[src/rtl/serial_rx_pkg.sv]
package serial_rx_pkg;

   typedef enum logic [2:0] {
      RX_IDLE  = 3'd0,
      RX_START = 3'd1,
      RX_DATA  = 3'd2,
      RX_STOP  = 3'd3,
      RX_BREAK = 3'd4,
      RX_HALT  = 3'd5
   } rx_state_e;

endpackage

[src/rtl/serial_rx_tick.sv]
module serial_rx_tick #(
   parameter int TICK_DIV = 4
) (
   input  logic clk,
   input  logic rst_n,
   output logic tick
);
   generate
      if (TICK_DIV < 1) begin : g_bad
         $error("TICK_DIV must be at least 1");
      end else if (TICK_DIV == 1) begin : g_every
         assign tick = 1'b1;
      end else begin : g_div
         localparam int CW = $clog2(TICK_DIV);
         logic [CW-1:0] cnt_q;
         always_ff @(posedge clk or negedge rst_n) begin
            if (!rst_n)                          cnt_q <= '0;
            else if (cnt_q == CW'(TICK_DIV - 1)) cnt_q <= '0;
            else                                 cnt_q <= cnt_q + 1'b1;
         end
         assign tick = (cnt_q == CW'(TICK_DIV - 1));
      end
   endgenerate
endmodule

[src/rtl/serial_rx_sync.sv]
module serial_rx_sync #(
   parameter int STAGES = 2
) (
   input  logic clk,
   input  logic rst_n,
   input  logic din,
   output logic dout
);
   generate
      if (STAGES < 1) begin : g_bad
         $error("STAGES must be at least 1");
      end else begin : g_chain
         logic [STAGES-1:0] sr_q;
         always_ff @(posedge clk or negedge rst_n) begin
            if (!rst_n) sr_q <= '1;
            else        sr_q <= {sr_q[STAGES-2:0], din};
         end
         assign dout = sr_q[STAGES-1];
      end
   endgenerate
endmodule

[src/rtl/serial_rx_framer.sv]
module serial_rx_framer
   import serial_rx_pkg::*;
#(
   parameter int OVERSAMPLE = 64,
   parameter int DATA_W     = 8
) (
   input  logic              clk,
   input  logic              rst_n,
   input  logic              tick,
   input  logic              line,
   input  logic              enable,
   input  logic              nine_en,
   input  logic              fifo_full,
   output logic              push,
   output logic [DATA_W-1:0] push_data,
   output logic              push_bit9,
   output logic              push_ferr,
   output logic              overrun
);
   localparam int CW   = $clog2(OVERSAMPLE);
   localparam int BW   = $clog2(DATA_W + 2);
   localparam int HALF = OVERSAMPLE / 2;

   generate
      if (OVERSAMPLE < 4 || (OVERSAMPLE % 2) != 0) begin : g_bad_ovs
         $error("OVERSAMPLE must be even and at least 4");
      end
   endgenerate

   rx_state_e       st_q;
   logic [CW-1:0]   cnt_q;
   logic [BW-1:0]   bit_q;
   logic [DATA_W:0] sh_q;
   logic            nine_q;
   logic            ovr_q;
   logic            push_q;
   logic [DATA_W-1:0] data_q;
   logic            b9_q;
   logic            fe_q;
   logic [BW-1:0]   nbits;

   assign nbits = nine_q ? BW'(DATA_W + 1) : BW'(DATA_W);

   always_ff @(posedge clk or negedge rst_n) begin
      if (!rst_n) begin
         st_q   <= RX_IDLE;
         cnt_q  <= '0;
         bit_q  <= '0;
         sh_q   <= '0;
         nine_q <= 1'b0;
         ovr_q  <= 1'b0;
         push_q <= 1'b0;
         data_q <= '0;
         b9_q   <= 1'b0;
         fe_q   <= 1'b0;
      end else if (!enable) begin
         st_q   <= RX_IDLE;
         cnt_q  <= '0;
         ovr_q  <= 1'b0;
         push_q <= 1'b0;
      end else begin
         push_q <= 1'b0;
         if (tick) begin
            case (st_q)
               RX_IDLE: begin
                  cnt_q <= '0;
                  if (!line) st_q <= RX_START;
               end
               RX_START: begin
                  if (cnt_q == CW'(HALF - 1)) begin
                     cnt_q  <= '0;
                     bit_q  <= '0;
                     nine_q <= nine_en;
                     st_q   <= line ? RX_IDLE : RX_DATA;
                  end else begin
                     cnt_q <= cnt_q + 1'b1;
                  end
               end
               RX_DATA: begin
                  if (cnt_q == CW'(OVERSAMPLE - 1)) begin
                     cnt_q <= '0;
                     sh_q  <= {line, sh_q[DATA_W:1]};
                     bit_q <= bit_q + 1'b1;
                     if (bit_q + 1'b1 == nbits) st_q <= RX_STOP;
                  end else begin
                     cnt_q <= cnt_q + 1'b1;
                  end
               end
               RX_STOP: begin
                  if (cnt_q == CW'(OVERSAMPLE - 1)) begin
                     cnt_q <= '0;
                     if (fifo_full) begin
                        ovr_q <= 1'b1;
                        st_q  <= RX_HALT;
                     end else begin
                        push_q <= 1'b1;
                        data_q <= nine_q ? sh_q[DATA_W-1:0] : sh_q[DATA_W:1];
                        b9_q   <= nine_q & sh_q[DATA_W];
                        fe_q   <= ~line;
                        st_q   <= line ? RX_IDLE : RX_BREAK;
                     end
                  end else begin
                     cnt_q <= cnt_q + 1'b1;
                  end
               end
               RX_BREAK: if (line) st_q <= RX_IDLE;
               RX_HALT:  st_q <= RX_HALT;
               default:  st_q <= RX_IDLE;
            endcase
         end
      end
   end

   assign push      = push_q;
   assign push_data = data_q;
   assign push_bit9 = b9_q;
   assign push_ferr = fe_q;
   assign overrun   = ovr_q;

   AST_HALT_NO_PUSH: assert property (@(posedge clk) disable iff (!rst_n)
      ovr_q |=> !push_q);
   AST_BREAK_WAIT: assert property (@(posedge clk) disable iff (!rst_n)
      (st_q == RX_BREAK && enable && !line) |=> (st_q == RX_BREAK));
endmodule

[src/rtl/serial_rx_queue.sv]
module serial_rx_queue #(
   parameter int DEPTH = 2,
   parameter int W     = 10
) (
   input  logic         clk,
   input  logic         rst_n,
   input  logic         push,
   input  logic [W-1:0] din,
   input  logic         pop,
   output logic [W-1:0] head,
   output logic         empty,
   output logic         full
);
   localparam int PW = (DEPTH > 1) ? $clog2(DEPTH) : 1;
   localparam int NW = $clog2(DEPTH + 1);

   generate
      if (DEPTH < 1) begin : g_bad
         $error("DEPTH must be at least 1");
      end
   endgenerate

   logic [W-1:0]  mem_q [DEPTH];
   logic [PW-1:0] wp_q, rp_q;
   logic [NW-1:0] cnt_q;
   logic          do_pop, do_push;

   assign empty   = (cnt_q == '0);
   assign full    = (cnt_q == NW'(DEPTH));
   assign do_pop  = pop & ~empty;
   assign do_push = push & ~full;
   assign head    = mem_q[rp_q];

   function automatic logic [PW-1:0] nxt(input logic [PW-1:0] p);
      return (p == PW'(DEPTH - 1)) ? '0 : p + 1'b1;
   endfunction

   genvar gi;
   generate
      for (gi = 0; gi < DEPTH; gi++) begin : g_slot
         always_ff @(posedge clk or negedge rst_n) begin
            if (!rst_n)                             mem_q[gi] <= '0;
            else if (do_push && wp_q == PW'(gi))    mem_q[gi] <= din;
         end
      end
   endgenerate

   always_ff @(posedge clk or negedge rst_n) begin
      if (!rst_n) begin
         wp_q  <= '0;
         rp_q  <= '0;
         cnt_q <= '0;
      end else begin
         if (do_push) wp_q <= nxt(wp_q);
         if (do_pop)  rp_q <= nxt(rp_q);
         case ({do_push, do_pop})
            2'b10:   cnt_q <= cnt_q + 1'b1;
            2'b01:   cnt_q <= cnt_q - 1'b1;
            default: cnt_q <= cnt_q;
         endcase
      end
   end

   AST_NO_OVERFLOW: assert property (@(posedge clk) disable iff (!rst_n)
      push |-> !full);
   AST_COUNT_STEP: assert property (@(posedge clk) disable iff (!rst_n)
      (cnt_q == $past(cnt_q)) || (cnt_q == $past(cnt_q) + 1'b1) || (cnt_q + 1'b1 == $past(cnt_q)));
   AST_IDLE_HOLD: assert property (@(posedge clk) disable iff (!rst_n)
      (!push && !pop) |=> $stable(cnt_q));
endmodule

[src/rtl/serial_rx_fifo.sv]
module serial_rx_fifo #(
   parameter int DATA_W      = 8,
   parameter int OVERSAMPLE  = 64,
   parameter int TICK_DIV    = 4,
   parameter int SYNC_STAGES = 2,
   parameter int QDEPTH      = 2
) (
   input  logic              clk,
   input  logic              rst_n,
   input  logic              rx_line,
   input  logic              rx_enable,
   input  logic              nine_bit_en,
   input  logic              irq_en,
   input  logic              rd_en,
   output logic [DATA_W-1:0] rd_data,
   output logic              rd_bit9,
   output logic              rd_frame_err,
   output logic              data_avail,
   output logic              overrun,
   output logic              irq
);
   localparam int EW = DATA_W + 2;

   logic              tick, line_s, q_full, q_empty, push, pb9, pfe;
   logic [DATA_W-1:0] pdata;
   logic [EW-1:0]     q_head;

   serial_rx_tick #(.TICK_DIV(TICK_DIV)) u_tick (
      .clk(clk), .rst_n(rst_n), .tick(tick));

   serial_rx_sync #(.STAGES(SYNC_STAGES)) u_sync (
      .clk(clk), .rst_n(rst_n), .din(rx_line), .dout(line_s));

   serial_rx_framer #(.OVERSAMPLE(OVERSAMPLE), .DATA_W(DATA_W)) u_framer (
      .clk(clk), .rst_n(rst_n), .tick(tick), .line(line_s),
      .enable(rx_enable), .nine_en(nine_bit_en), .fifo_full(q_full),
      .push(push), .push_data(pdata), .push_bit9(pb9), .push_ferr(pfe),
      .overrun(overrun));

   serial_rx_queue #(.DEPTH(QDEPTH), .W(EW)) u_queue (
      .clk(clk), .rst_n(rst_n), .push(push), .din({pfe, pb9, pdata}),
      .pop(rd_en), .head(q_head), .empty(q_empty), .full(q_full));

   assign rd_data      = q_head[DATA_W-1:0];
   assign rd_bit9      = q_head[DATA_W];
   assign rd_frame_err = q_head[DATA_W+1];
   assign data_avail   = ~q_empty;
   assign irq          = data_avail & irq_en;

   AST_OVR_CLEAR: assert property (@(posedge clk) disable iff (!rst_n)
      !rx_enable |=> !overrun);
   AST_AVAIL_FALL: assert property (@(posedge clk) disable iff (!rst_n)
      $fell(data_avail) |-> $past(rd_en));
endmodule

[config.mk]
export PLATFORM = sky130hd
export DESIGN_NAME = serial_rx_fifo
export DESIGN_NICKNAME = d
export VERILOG_FILES = /design/src/rtl/serial_rx_pkg.sv /design/src/rtl/serial_rx_tick.sv /design/src/rtl/serial_rx_sync.sv /design/src/rtl/serial_rx_framer.sv /design/src/rtl/serial_rx_queue.sv /design/src/rtl/serial_rx_fifo.sv
export SDC_FILE = /design/constraint.sdc
export NUM_CORES = 1
export LEC_CHECK = 0
export ABC_CLOCK_PERIOD_IN_PS = 1600
export CAP_MARGIN = 20
export CORE_ASPECT_RATIO = 0.75
export CORE_MARGIN = 1.5
export CORE_UTILIZATION = 40
export DETAILED_ROUTE_END_ITERATION = 8
export DONT_BUFFER_PORTS = 1
export PLACE_DENSITY_LB_ADDON = 0.05
export SETUP_SLACK_MARGIN = 0.2
export SYNTH_ARGS = -nofsm -noshare
export SYNTH_HDL_FRONTEND = slang
export SYNTH_SLANG_ARGS = --single-unit
[constraint.sdc]
create_clock -name clk -period 1.6 [get_ports clk]
set_input_delay 0.32 -clock clk [delete_from_list [all_inputs] [get_ports clk]]
set_output_delay 0.32 -clock clk [all_outputs]
set_load 0.01 [all_outputs]
==> run metrics <==
status=complete, but fails checks; violated checks=hold timing, setup timing; Syn Area/Cell=12.0 um2; total track usage=19.0%; Antenna Diode Count=0; maximum vdd ir drop=572 uV; Crit Path Max Fanout=4; Max-Cap Viols=0; core area=7330 um2; CP Capture Type=flip-flop; Final Hold Vio Count=63; Cell Chain, Critical Path=ha_4 > and3_4 > and3_4 > o311ai_4 > mux2_4 > o21ai_2; Max Fclk=590 MHz; CTS Buf Count=9; worst r2r path cells=6; die height=78.3 um; DRT antenna net count=0; slew at the pin closest to its max-slew limit=330 ps; hpwl dp=4070 um; Post-Route WL=7200 um; number of global-route vias before repair=2146; Clock Latency Late Sink=350 ps; Post-Syn Area=3020 um2; layout cell share with drive strength beyond 1=55.9%; initial antenna violation count=0; Num Clock Sinks=63; wire per inst=17.1 um; min cycle time layout=1700 ps; Root Buffer=clkbuf_8; Slowest-stage cell, CP=dfrtp_1; initial core utilization=41.2%; max-slew violation count=0; Synth Register Bits=63; Clk pin slew, worst setup/hold paths=70 ps; TritonCTS clock tree=done; RSZ-0062 raised after global routing=yes; DP Area=3420 um2; Post-synth ARST share=100%; Post-synth EDFFs=0; most frequent cells in the layout=dfrtp_1, mux2_4, buf_4, nand2_1, buf_6; Mapped Nets=262; Synth-to-Final Area Change=44.7%; slew margin rel.=77.9%; Final period util=106%; clock tree buffer depth=2; Seq/Total Area, Yosys=52.3%; CP Launch Type=flip-flop; vias per cell=5.10; drt initial violations=64; Syn Inst Count=251; Hold WS=-337 ps; WP data required=1870 ps; Top Family by Delay on Critical Path=flip-flops; I/O pin total=20; reg-to-reg endpoint=u_framer.st_q[2]; design area=4370 um2; final worst clock skew=7.59 ps; post-layout util=59.7%; Pwr Density=862 nW/um2; hold_buf cts=1; worst reg2reg startpoint=u_framer.cnt_q[0]; RD Place Congestion=0.790; die area=8090 um2; CP most frequent cell=and3_4; H-Tree Depth=3; Yosys warning total=0; commonest non-fill, non-tap cell in the layout=dfrtp_1; first-pass GRT wire length=11300 um; fin nets=327; Critical Path AT=1970 ps; Final setup viols=21; gr ovfl total=0; hold crit path type=in2async; # port buffers=0; routed vias=2147; CP bufs+invs=0; residual DRC count=0; die width=103 um; setup slack, reg-to-reg=-100 ps; DR pass1 iterations=4; largest net degree at the start of global routing=64; slack of the critical path=-95.9 ps; Worst path max stage delay=410 ps; prevailing post-synth register cell=dfrtp_1; Crit Path Category=reg2reg; Leak=2.04 nW; row count=27; synth unique cells=44
-- cell type report --
class | instances | area, um2
multi-input combinational | 174 | 1800
fill | 593 | 2960
clock buffer | 12 | 155
sequential | 63 | 1580
inverter | 4 | 15.0
clock inverter | 3 | 42.5
tap | 101 | 126
timing repair buffer | 64 | 656
-- worst max path at each step --
stage | start | cells past startpoint | to | slack [ps]
6_report | u_framer.cnt_q[0] | 6 | u_framer.st_q[2] | -100
5_1_grt | u_framer.bit_q[0] | 7 | u_framer.st_q[1] | -160
4_1_cts | u_framer.cnt_q[0] | 6 | u_framer.st_q[2] | -40
3_5_place_dp | u_framer.cnt_q[1] | 7 | u_framer.push_data[7] | -150
3_3_place_gp | u_framer.cnt_q[1] | 7 | u_framer.push_data[6] | -110
2_1_floorplan | u_framer.cnt_q[1] | 6 | u_framer.st_q[2] | -110
-- synthesized netlist by cell type, types with 4 or more instances --
library cell,instances,area [um2]
xor2_1,5,43.8
inv_1,4,15.0
mux2_1,7,78.8
o21ai_0,13,65.1
xnor2_1,5,43.8
nand2_1,27,101
dfrtp_1,61,1530
nand2b_1,5,31.3
mux2i_1,5,50.1
mux2_2,47,529
nand3_1,7,35.0
ha_1,4,50.1
buf_4,4,30.0
nor2_1,12,45.0
-- cell families after synthesis --
family | count (synthesis) | synth area share (%)
simple gates | 71 | 11.6
flops | 63 | 52.3
xor+xnor | 10 | 2.90
fa+ha+maj | 4 | 1.66
compound gates | 29 | 6.71
mux | 60 | 22.3
buf+inv | 14 | 2.57
-- power breakdown --
part / switching (mW) / internal [mW]
clock network: 0.625 / 0.794
registers: 0.0378 / 1.64
logic: 0.300 / 0.370
total: 0.963 / 2.81
-- per-stage QoR --
step                worst slack (ps)  instances  power (mW)  TNS [ps]  hold WS [ps]
finish                         -95.9        421        3.77      -871          -337
global route                    -157        421        3.95     -2350          -360
CTS                            -42.3        412        3.78      -360          -356
detailed placement              -152        378        2.06     -2400          26.4
global placement                -113        378        2.05     -2030          26.1
floorplan                       -107        251        1.99      -512          24.4
-- registers in the layout, summed over array words and instances, names as in the netlist, 2 cells and up --
name	cells
u_queue.cnt_q	2
u_framer.sh_q	9
u_framer.cnt_q	6
u_framer.st_q	3
u_framer.push_data	8
u_queue.mem_q	20
u_framer.bit_q	4
u_tick.g_div.cnt_q	2
u_sync.g_chain.sr_q	2
-- per-layer routing --
layer,share of wire [%],global-route usage (%),vias up,routed length [um]
met1,52,28.6,1096,3780
li1,-,-,1010,-
met4,0.87,5.68,0,63
met5,0,0,-,0
met3,4.4,6.23,8,315
met2,42,25.8,33,3040
-- timing repair --
| item | 4_1_cts | 5_1_grt |
|---|---|---|
| setup buffers | 16 | 7 |
| setup endpoints to repair | 57 | 64 |
| gates resized for setup | 76 | 57 |
| pin swaps | 26 | 23 |
| cloned | 2 | 2 |
| hold endpoints to repair | 64 | 63 |
Note: power is estimated with default switching activity, not from simulation.
